==> src/rtl/ridethru_pkg.sv <==
`timescale 1ns/1ps
package ridethru_pkg;

    typedef enum logic [1:0] {
        RT_NORMAL  = 2'b00,
        RT_RIDE    = 2'b01,
        RT_RECOVER = 2'b10,
        RT_TRIPPED = 2'b11
    } rt_mode_e;

    typedef struct packed {
        logic enter;
        logic leave;
    } rt_evt_s;

    // Modes in which the current envelope applies
    function automatic logic is_limiting(input rt_mode_e m);
        return (m == RT_RIDE) || (m == RT_RECOVER);
    endfunction

endpackage

==> src/rtl/ridethru_fsm.sv <==
`timescale 1ns/1ps
module ridethru_fsm
    import ridethru_pkg::*;
#(
    parameter int VW = 16,
    parameter int CW = 16
) (
    input  logic          clk,
    input  logic          rst,
    input  logic          smp_valid,
    input  logic [VW-1:0] v_mag,
    input  logic [VW-1:0] cfg_v_dip,
    input  logic [VW-1:0] cfg_v_hyst,
    input  logic [CW-1:0] cfg_recov_n,
    input  logic [CW-1:0] cfg_ride_max,
    output rt_mode_e      mode,
    output rt_evt_s       evt
);
    localparam int TW = VW + 1;

    rt_mode_e      mode_q, mode_n;
    rt_evt_s       evt_q, evt_n;
    logic [CW:0]   elapsed_q, elapsed_n, elapsed_inc;
    logic [CW-1:0] good_q, good_n;
    logic [CW:0]   good_inc;
    logic [TW-1:0] rec_thr;
    logic          is_dip, is_good, over_budget, good_done;

    assign rec_thr     = {1'b0, cfg_v_dip} + {1'b0, cfg_v_hyst};
    assign is_dip      = v_mag < cfg_v_dip;
    assign is_good     = {1'b0, v_mag} >= rec_thr;
    assign elapsed_inc = elapsed_q + 1'b1;
    assign over_budget = elapsed_inc > {1'b0, cfg_ride_max};
    assign good_inc    = {1'b0, good_q} + 1'b1;
    assign good_done   = good_inc >= {1'b0, cfg_recov_n};

    always_comb begin
        mode_n    = mode_q;
        elapsed_n = elapsed_q;
        good_n    = good_q;
        evt_n     = '0;
        if (smp_valid) begin
            unique case (mode_q)
                RT_NORMAL: begin
                    if (is_dip) begin
                        mode_n      = RT_RIDE;
                        elapsed_n   = {{CW{1'b0}}, 1'b1};
                        good_n      = '0;
                        evt_n.enter = 1'b1;
                    end
                end
                RT_RIDE: begin
                    if (over_budget) begin
                        mode_n = RT_TRIPPED;
                    end else begin
                        elapsed_n = elapsed_inc;
                        if (is_good) begin
                            if (cfg_recov_n <= {{(CW-1){1'b0}}, 1'b1}) begin
                                mode_n      = RT_NORMAL;
                                evt_n.leave = 1'b1;
                            end else begin
                                mode_n = RT_RECOVER;
                                good_n = {{(CW-1){1'b0}}, 1'b1};
                            end
                        end
                    end
                end
                RT_RECOVER: begin
                    if (over_budget) begin
                        mode_n = RT_TRIPPED;
                    end else begin
                        elapsed_n = elapsed_inc;
                        if (is_dip) begin
                            mode_n = RT_RIDE;
                            good_n = '0;
                        end else if (is_good) begin
                            if (good_done) begin
                                mode_n      = RT_NORMAL;
                                evt_n.leave = 1'b1;
                            end else begin
                                good_n = good_inc[CW-1:0];
                            end
                        end else begin
                            good_n = '0;
                        end
                    end
                end
                default: mode_n = RT_TRIPPED;
            endcase
        end
    end

    always_ff @(posedge clk) begin
        if (rst) begin
            mode_q    <= RT_NORMAL;
            evt_q     <= '0;
            elapsed_q <= '0;
            good_q    <= '0;
        end else begin
            mode_q    <= mode_n;
            evt_q     <= evt_n;
            elapsed_q <= elapsed_n;
            good_q    <= good_n;
        end
    end

    assign mode = mode_q;
    assign evt  = evt_q;

endmodule

==> src/rtl/ridethru_isqrt.sv <==
`timescale 1ns/1ps
module ridethru_isqrt #(
    parameter int RW = 15
) (
    input  logic            clk,
    input  logic            rst,
    input  logic            start,
    input  logic [2*RW-1:0] radicand,
    output logic [RW-1:0]   root,
    output logic            done
);
    localparam int DW = 2 * RW;

    logic [DW-1:0] num_q, res_q, bit_q;
    logic [DW:0]   trial;
    logic          busy_q, done_q;

    assign trial = {1'b0, res_q} + {1'b0, bit_q};

    // One result bit per cycle: RW iterations after start
    always_ff @(posedge clk) begin
        if (rst) begin
            num_q  <= '0;
            res_q  <= '0;
            bit_q  <= '0;
            busy_q <= 1'b0;
            done_q <= 1'b0;
        end else begin
            done_q <= 1'b0;
            if (start) begin
                num_q  <= radicand;
                res_q  <= '0;
                bit_q  <= DW'(1) << (DW - 2);
                busy_q <= 1'b1;
            end else if (busy_q) begin
                if ({1'b0, num_q} >= trial) begin
                    num_q <= num_q - trial[DW-1:0];
                    res_q <= (res_q >> 1) + bit_q;
                end else begin
                    res_q <= res_q >> 1;
                end
                bit_q <= bit_q >> 2;
                if (bit_q == DW'(1)) begin
                    busy_q <= 1'b0;
                    done_q <= 1'b1;
                end
            end
        end
    end

    assign root = res_q[RW-1:0];
    assign done = done_q;

endmodule

==> src/rtl/ridethru_limiter.sv <==
`timescale 1ns/1ps
module ridethru_limiter
    import ridethru_pkg::*;
#(
    parameter int IW = 16
) (
    input  logic                 clk,
    input  logic                 rst,
    input  logic                 start,
    input  rt_mode_e             mode,
    input  logic signed [IW-1:0] id_in,
    input  logic signed [IW-1:0] iq_in,
    input  logic [IW-2:0]        i_max,
    output logic signed [IW-1:0] id_out,
    output logic signed [IW-1:0] iq_out,
    output logic                 valid
);
    localparam int RW = IW - 1;
    localparam int DW = 2 * RW;

    logic signed [IW-1:0] lim_s, iq_clip, iq_abs, root_s, id_sat;
    logic [DW-1:0]        max_w, mag_w, radicand;
    logic signed [IW-1:0] id_q, iq_raw_q, iq_clip_q;
    logic [RW-1:0]        root;
    logic                 sq_done;

    assign lim_s   = $signed({1'b0, i_max});
    assign iq_clip = (iq_in > lim_s) ? lim_s : ((iq_in < -lim_s) ? -lim_s : iq_in);
    assign iq_abs  = (iq_clip < 0) ? -iq_clip : iq_clip;
    assign max_w   = DW'(i_max);
    assign mag_w   = DW'(iq_abs[RW-1:0]);
    assign radicand = (max_w * max_w) - (mag_w * mag_w);

    ridethru_isqrt #(.RW(RW)) u_isqrt (
        .clk      (clk),
        .rst      (rst),
        .start    (start),
        .radicand (radicand),
        .root     (root),
        .done     (sq_done)
    );

    assign root_s = $signed({1'b0, root});
    assign id_sat = (id_q > root_s) ? root_s : ((id_q < -root_s) ? -root_s : id_q);

    always_ff @(posedge clk) begin
        if (rst) begin
            id_q      <= '0;
            iq_raw_q  <= '0;
            iq_clip_q <= '0;
            id_out    <= '0;
            iq_out    <= '0;
            valid     <= 1'b0;
        end else begin
            if (start) begin
                id_q      <= id_in;
                iq_raw_q  <= iq_in;
                iq_clip_q <= iq_clip;
            end
            valid <= sq_done;
            if (sq_done) begin
                if (mode == RT_TRIPPED) begin
                    id_out <= '0;
                    iq_out <= '0;
                end else if (is_limiting(mode)) begin
                    id_out <= id_sat;
                    iq_out <= iq_clip_q;
                end else begin
                    id_out <= id_q;
                    iq_out <= iq_raw_q;
                end
            end
        end
    end

endmodule

==> src/rtl/ridethru_ctrl.sv <==
`timescale 1ns/1ps
module ridethru_ctrl
    import ridethru_pkg::*;
#(
    parameter int VW = 16,
    parameter int QW = 8,
    parameter int IW = 16,
    parameter int CW = 16
) (
    input  logic                 clk,
    input  logic                 rst,
    input  logic                 smp_valid,
    input  logic [VW-1:0]        v_mag,
    input  logic [QW-1:0]        q_level,
    input  logic signed [IW-1:0] id_ref,
    input  logic signed [IW-1:0] iq_ref,
    input  logic [VW-1:0]        cfg_v_dip,
    input  logic [VW-1:0]        cfg_v_hyst,
    input  logic [CW-1:0]        cfg_recov_n,
    input  logic [CW-1:0]        cfg_ride_max,
    input  logic [IW-2:0]        cfg_i_max,
    input  logic [QW-1:0]        cfg_q_min,
    output logic signed [IW-1:0] id_lim,
    output logic signed [IW-1:0] iq_lim,
    output logic                 lim_valid,
    output logic [1:0]           mode,
    output logic                 freeze_req,
    output logic                 trip_req,
    output logic                 ev_enter,
    output logic                 ev_exit
);
    rt_mode_e mode_w;
    rt_evt_s  evt_w;
    logic     freeze_q;

    ridethru_fsm #(.VW(VW), .CW(CW)) u_fsm (
        .clk          (clk),
        .rst          (rst),
        .smp_valid    (smp_valid),
        .v_mag        (v_mag),
        .cfg_v_dip    (cfg_v_dip),
        .cfg_v_hyst   (cfg_v_hyst),
        .cfg_recov_n  (cfg_recov_n),
        .cfg_ride_max (cfg_ride_max),
        .mode         (mode_w),
        .evt          (evt_w)
    );

    ridethru_limiter #(.IW(IW)) u_lim (
        .clk    (clk),
        .rst    (rst),
        .start  (smp_valid),
        .mode   (mode_w),
        .id_in  (id_ref),
        .iq_in  (iq_ref),
        .i_max  (cfg_i_max),
        .id_out (id_lim),
        .iq_out (iq_lim),
        .valid  (lim_valid)
    );

    always_ff @(posedge clk) begin
        if (rst) begin
            freeze_q <= 1'b0;
        end else if (smp_valid) begin
            freeze_q <= q_level < cfg_q_min;
        end
    end

    assign mode       = mode_w;
    assign freeze_req = freeze_q;
    assign trip_req   = (mode_w == RT_TRIPPED);
    assign ev_enter   = evt_w.enter;
    assign ev_exit    = evt_w.leave;

endmodule

==> config.mk <==
export PLATFORM = sky130hd
export DESIGN_NAME = ridethru_ctrl
export DESIGN_NICKNAME = d
export VERILOG_FILES = /design/src/rtl/ridethru_pkg.sv /design/src/rtl/ridethru_fsm.sv /design/src/rtl/ridethru_isqrt.sv /design/src/rtl/ridethru_limiter.sv /design/src/rtl/ridethru_ctrl.sv
export SDC_FILE = /design/constraint.sdc
export NUM_CORES = 2
export LEC_CHECK = 0
export ABC_AREA = 1
export BUFFER_PORTS_ARGS = -buffer_cell sky130_fd_sc_hd__buf_4
export CORE_UTILIZATION = 69
export CTS_BUF_LIST = sky130_fd_sc_hd__clkbuf_4 sky130_fd_sc_hd__clkbuf_8 sky130_fd_sc_hd__clkbuf_16
export DETAILED_ROUTE_END_ITERATION = 7
export PLACE_DENSITY = 0.95
export SLEW_MARGIN = 20
export SYNTH_ARGS = -nofsm -noshare
export SYNTH_HDL_FRONTEND = slang
export SYNTH_SLANG_ARGS = --single-unit
export TNS_END_PERCENT = 100
==> constraint.sdc <==
create_clock -name clk -period 35.7 [get_ports clk]
set_input_delay 10.71 -clock clk [delete_from_list [all_inputs] [get_ports clk]]
set_output_delay 10.71 -clock clk [all_outputs]
set_load 0.05 [all_outputs]
==> flow_metrics.env <==
export IMPL_status="finished clean"
export IMPL_rows=76
export IMPL_place_inst=4777
export IMPL_biggestRegsByFlops="u_lim.u_isqrt.num_q x30, u_lim.u_isqrt.res_q x30, u_fsm.elapsed_q x17"
export IMPL_rsz0062_at_grt="false"
export IMPL_yosysUniqueCellTypes=61
export IMPL_tns_ns=0
export IMPL_critPathLaunchType="input port"
export IMPL_final_antenna_net_count=0
export IMPL_setup_viol=0
export IMPL_grt_overflow=0
export IMPL_cp_arrival_ns=22.30
export IMPL_hold_depth=2
export IMPL_skew_ns=0.0152
export IMPL_dieHeight_um=212
export IMPL_ios=185
export IMPL_cp_end_kind="register"
export IMPL_slowest_stage="xor2_1"
export IMPL_drive_gt1_share_pct=7.34
export IMPL_nets=5082
export IMPL_cts_root_buf="clkbuf_16"
export IMPL_yosys_top_cells_area="fa_1 (22%), ha_1 (16%), dfxtp_1 (13%)"
export IMPL_cts_buffer_depth=2
export IMPL_hold_viol=0
export IMPL_yosys_warnings=0
export IMPL_initial_core_util_pct=70.2
export IMPL_r2r_cells=37
export IMPL_cp_common_cell="nand2_1"
export IMPL_synth_ff_latch_count=196
export IMPL_finalMaxSlewViolations=0
export IMPL_clock_latency_ns=0.45
export IMPL_required_ns=36.05
export IMPL_die_area_um2=44800
export IMPL_cp_top_family="adder cells"
export IMPL_antenna_found_initial=1
export IMPL_grt_use_total_pct=37.8
export IMPL_r2r_end="u_lim.u_isqrt.num_q[28]$_SDFFE_PP0P_"
export IMPL_drt_pass1_iterations=6
export IMPL_fin_util_pct=75.3
export IMPL_critPathKind="in -> reg"
export IMPL_holdBufCountCts=0
export IMPL_synth_ff_type="dfxtp_1"
export IMPL_syn_to_final_growth_pct=7.38
export IMPL_r2r_start="u_lim.u_isqrt.res_q[0]$_SDFFE_PP0P_"
export IMPL_fin_cells=4810
export IMPL_h_tree_depth=4
export IMPL_fin_hold_ws_ns=0.455
export IMPL_coreArea_um2=43300
export IMPL_worstHoldStart="u_lim.iq_raw_q[0]$_SDFFE_PP0P_"
export IMPL_vias=28401
export IMPL_worstHoldEndpoint="u_lim.iq_raw_q[0]$_SDFFE_PP0P_"
export IMPL_fin_crit_sh_pct=61.5
export IMPL_critPathMaxStageDelay_ns=0.94
export IMPL_maxCapViolCount=0
export IMPL_die_w_um=212
export IMPL_worst_path_buf_inv=6
export IMPL_route_detailed_drc=0
export IMPL_numCtsBuffers=17
export IMPL_grt_pass1_vias=28156
export IMPL_synth_edf_count=0
export IMPL_synth_nets=4996
export IMPL_worst_pin_slew_ns=1.19
export IMPL_dp_hpwl_mm=67.3
export IMPL_port_buffers=184
export IMPL_clk_pin_slew_worst_paths_ns=0.08
export IMPL_avgViaCountPerCell=5.90
export IMPL_wl_per_cell_um=17.3
export IMPL_synthesis_area_um2=30400
export IMPL_cts_sinks=196
export IMPL_period_needed_ns=21.95
export IMPL_path_max_fanout=19
export IMPL_slew_headroom_pct=20.5
export IMPL_hp_class="reg -> reg"
export IMPL_grt_max_degree=80
export IMPL_cts_tree="built"
export IMPL_synth_top_area_share_pct=22.4
export IMPL_drt_iter0_drc=2960
export IMPL_grt_pass1_wl_mm=136
export IMPL_syn_area_per_cell_um2=7.36
export IMPL_clock_fmax_ghz=0.0455
export IMPL_seq_area_frac_synth_pct=12.9
export IMPL_post_cts_buffers=0
export IMPL_syn_inst=4125
export IMPL_cts_resized=0
export IMPL_place_congestion=1.02
export IMPL_reg2reg_slack_ns=28.71
export IMPL_wl_mm=83.1
export IMPL_synth_async_reset_ratio_pct=0
export IMPL_synth_largest_area_cell="fa_1"
## cells by family after synthesis
group,synth area share [%]
and+or+nand+nor,18.3
buffers and inverters,13.3
adders and majority gates,38.3
AOI/OAI and AO/OA,13.1
DFF,12.9
xor gates and xnor gates,4.14
## area by class of cell
| cell class | count | area [um^2] |
|---|---|---|
| Antenna cell | 1 | 2.50 |
| Clock buffer | 20 | 467 |
| Clock inverter | 12 | 131 |
| Fill cell | 3036 | 10700 |
| Inverter | 921 | 3460 |
| Multi-Input combinational cell | 2878 | 22400 |
| Sequential cell | 196 | 3920 |
| Tap cell | 585 | 732 |
| Timing Repair Buffer | 197 | 1480 |
## cells in the mapped netlist (5+ instances only)
| cell type | n |
|---|---|
| nand3_1 | 159 |
| o21ai_0 | 217 |
| nor3_1 | 53 |
| fa_1 | 339 |
| nand4_1 | 38 |
| inv_1 | 899 |
| o21ai_1 | 16 |
| nand2_1 | 705 |
| a31oi_1 | 12 |
| xnor2_1 | 35 |
| xor2_1 | 103 |
| o22ai_1 | 13 |
| a21oi_1 | 303 |
| nor4_1 | 18 |
| dfxtp_1 | 196 |
| a21o_1 | 7 |
| buf_4 | 11 |
| buf_2 | 23 |
| or2_2 | 7 |
| nand2_2 | 14 |
| inv_2 | 14 |
| nor2_1 | 275 |
| clkinv_1 | 8 |
| o211ai_1 | 51 |
| a211oi_1 | 22 |
| nor2_2 | 12 |
| a21boi_0 | 5 |
| clkbuf_1 | 86 |
| ha_1 | 386 |
| o21a_1 | 8 |
| o21bai_1 | 14 |
| buf_1 | 6 |
## stage by stage
stage	instance area (um^2)	setup slack, ns
global route	32600	12.97
floorplan	30400	15.00
CTS	32600	13.89
detailed placement	32000	13.43
finish	32600	13.75
global placement	32000	13.83
## placed cells by master (no fill, tap or decap), types with 7 or more instances in the layout
cell type,Yosys,routed
inv_1,899,898
nand2_1,705,704
ha_1,386,385
fa_1,339,339
a21oi_1,303,303
nor2_1,275,273
o21ai_0,217,217
buf_4,11,197
dfxtp_1,196,196
nand3_1,159,159
xor2_1,103,102
nor3_1,53,53
o211ai_1,51,51
nand4_1,38,38
xnor2_1,35,35
a211oi_1,22,22
nor4_1,18,18
clkbuf_16,0,17
o21ai_1,16,16
nand2_2,14,15
inv_2,14,15
nor2_2,12,14
o21bai_1,14,14
o22ai_1,13,13
a31oi_1,12,12
o21a_1,8,8
clkinv_1,8,8
a21o_1,7,7
or2_2,7,7
## per-layer routing
layer  part of all wire [%]  track usage, %
met1                     38            46.7
met2                     47            63.7
met3                    9.8            6.79
met4                    5.0            17.9
met5                      0               0
## how the worst max path moves through the flow
stage	slack, ns	cells after the start	endpoint	start
2_1_floorplan	15.00	54	u_lim.u_isqrt.num_q[23]$_SDFFE_PP0P_	cfg_i_max[3]
3_3_place_gp	13.83	53	u_lim.u_isqrt.num_q[23]$_SDFFE_PP0P_	cfg_i_max[0]
3_5_place_dp	13.43	53	u_lim.u_isqrt.num_q[25]$_SDFFE_PP0P_	cfg_i_max[0]
4_1_cts	13.89	53	u_lim.u_isqrt.num_q[25]$_SDFFE_PP0P_	cfg_i_max[0]
5_1_grt	12.97	55	u_lim.u_isqrt.num_q[23]$_SDFFE_PP0P_	cfg_i_max[0]
6_report	13.75	51	u_lim.u_isqrt.num_q[23]$_SDFFE_PP0P_	cfg_i_max[0]
## worst register-to-register path, delay by kind of cell, from the launching register on
family,cells,cell delay (ns)
buf+inv,1,0.45
fa+ha+maj,3,0.82
compound gates,9,1.62
flops,1,0.47
simple gates,23,3.41
xor+xnor,1,0.17
Power is left out: the tool's default activity adds up to more than one toggle a clock period on the data nets, which glitch-free logic cannot reach.
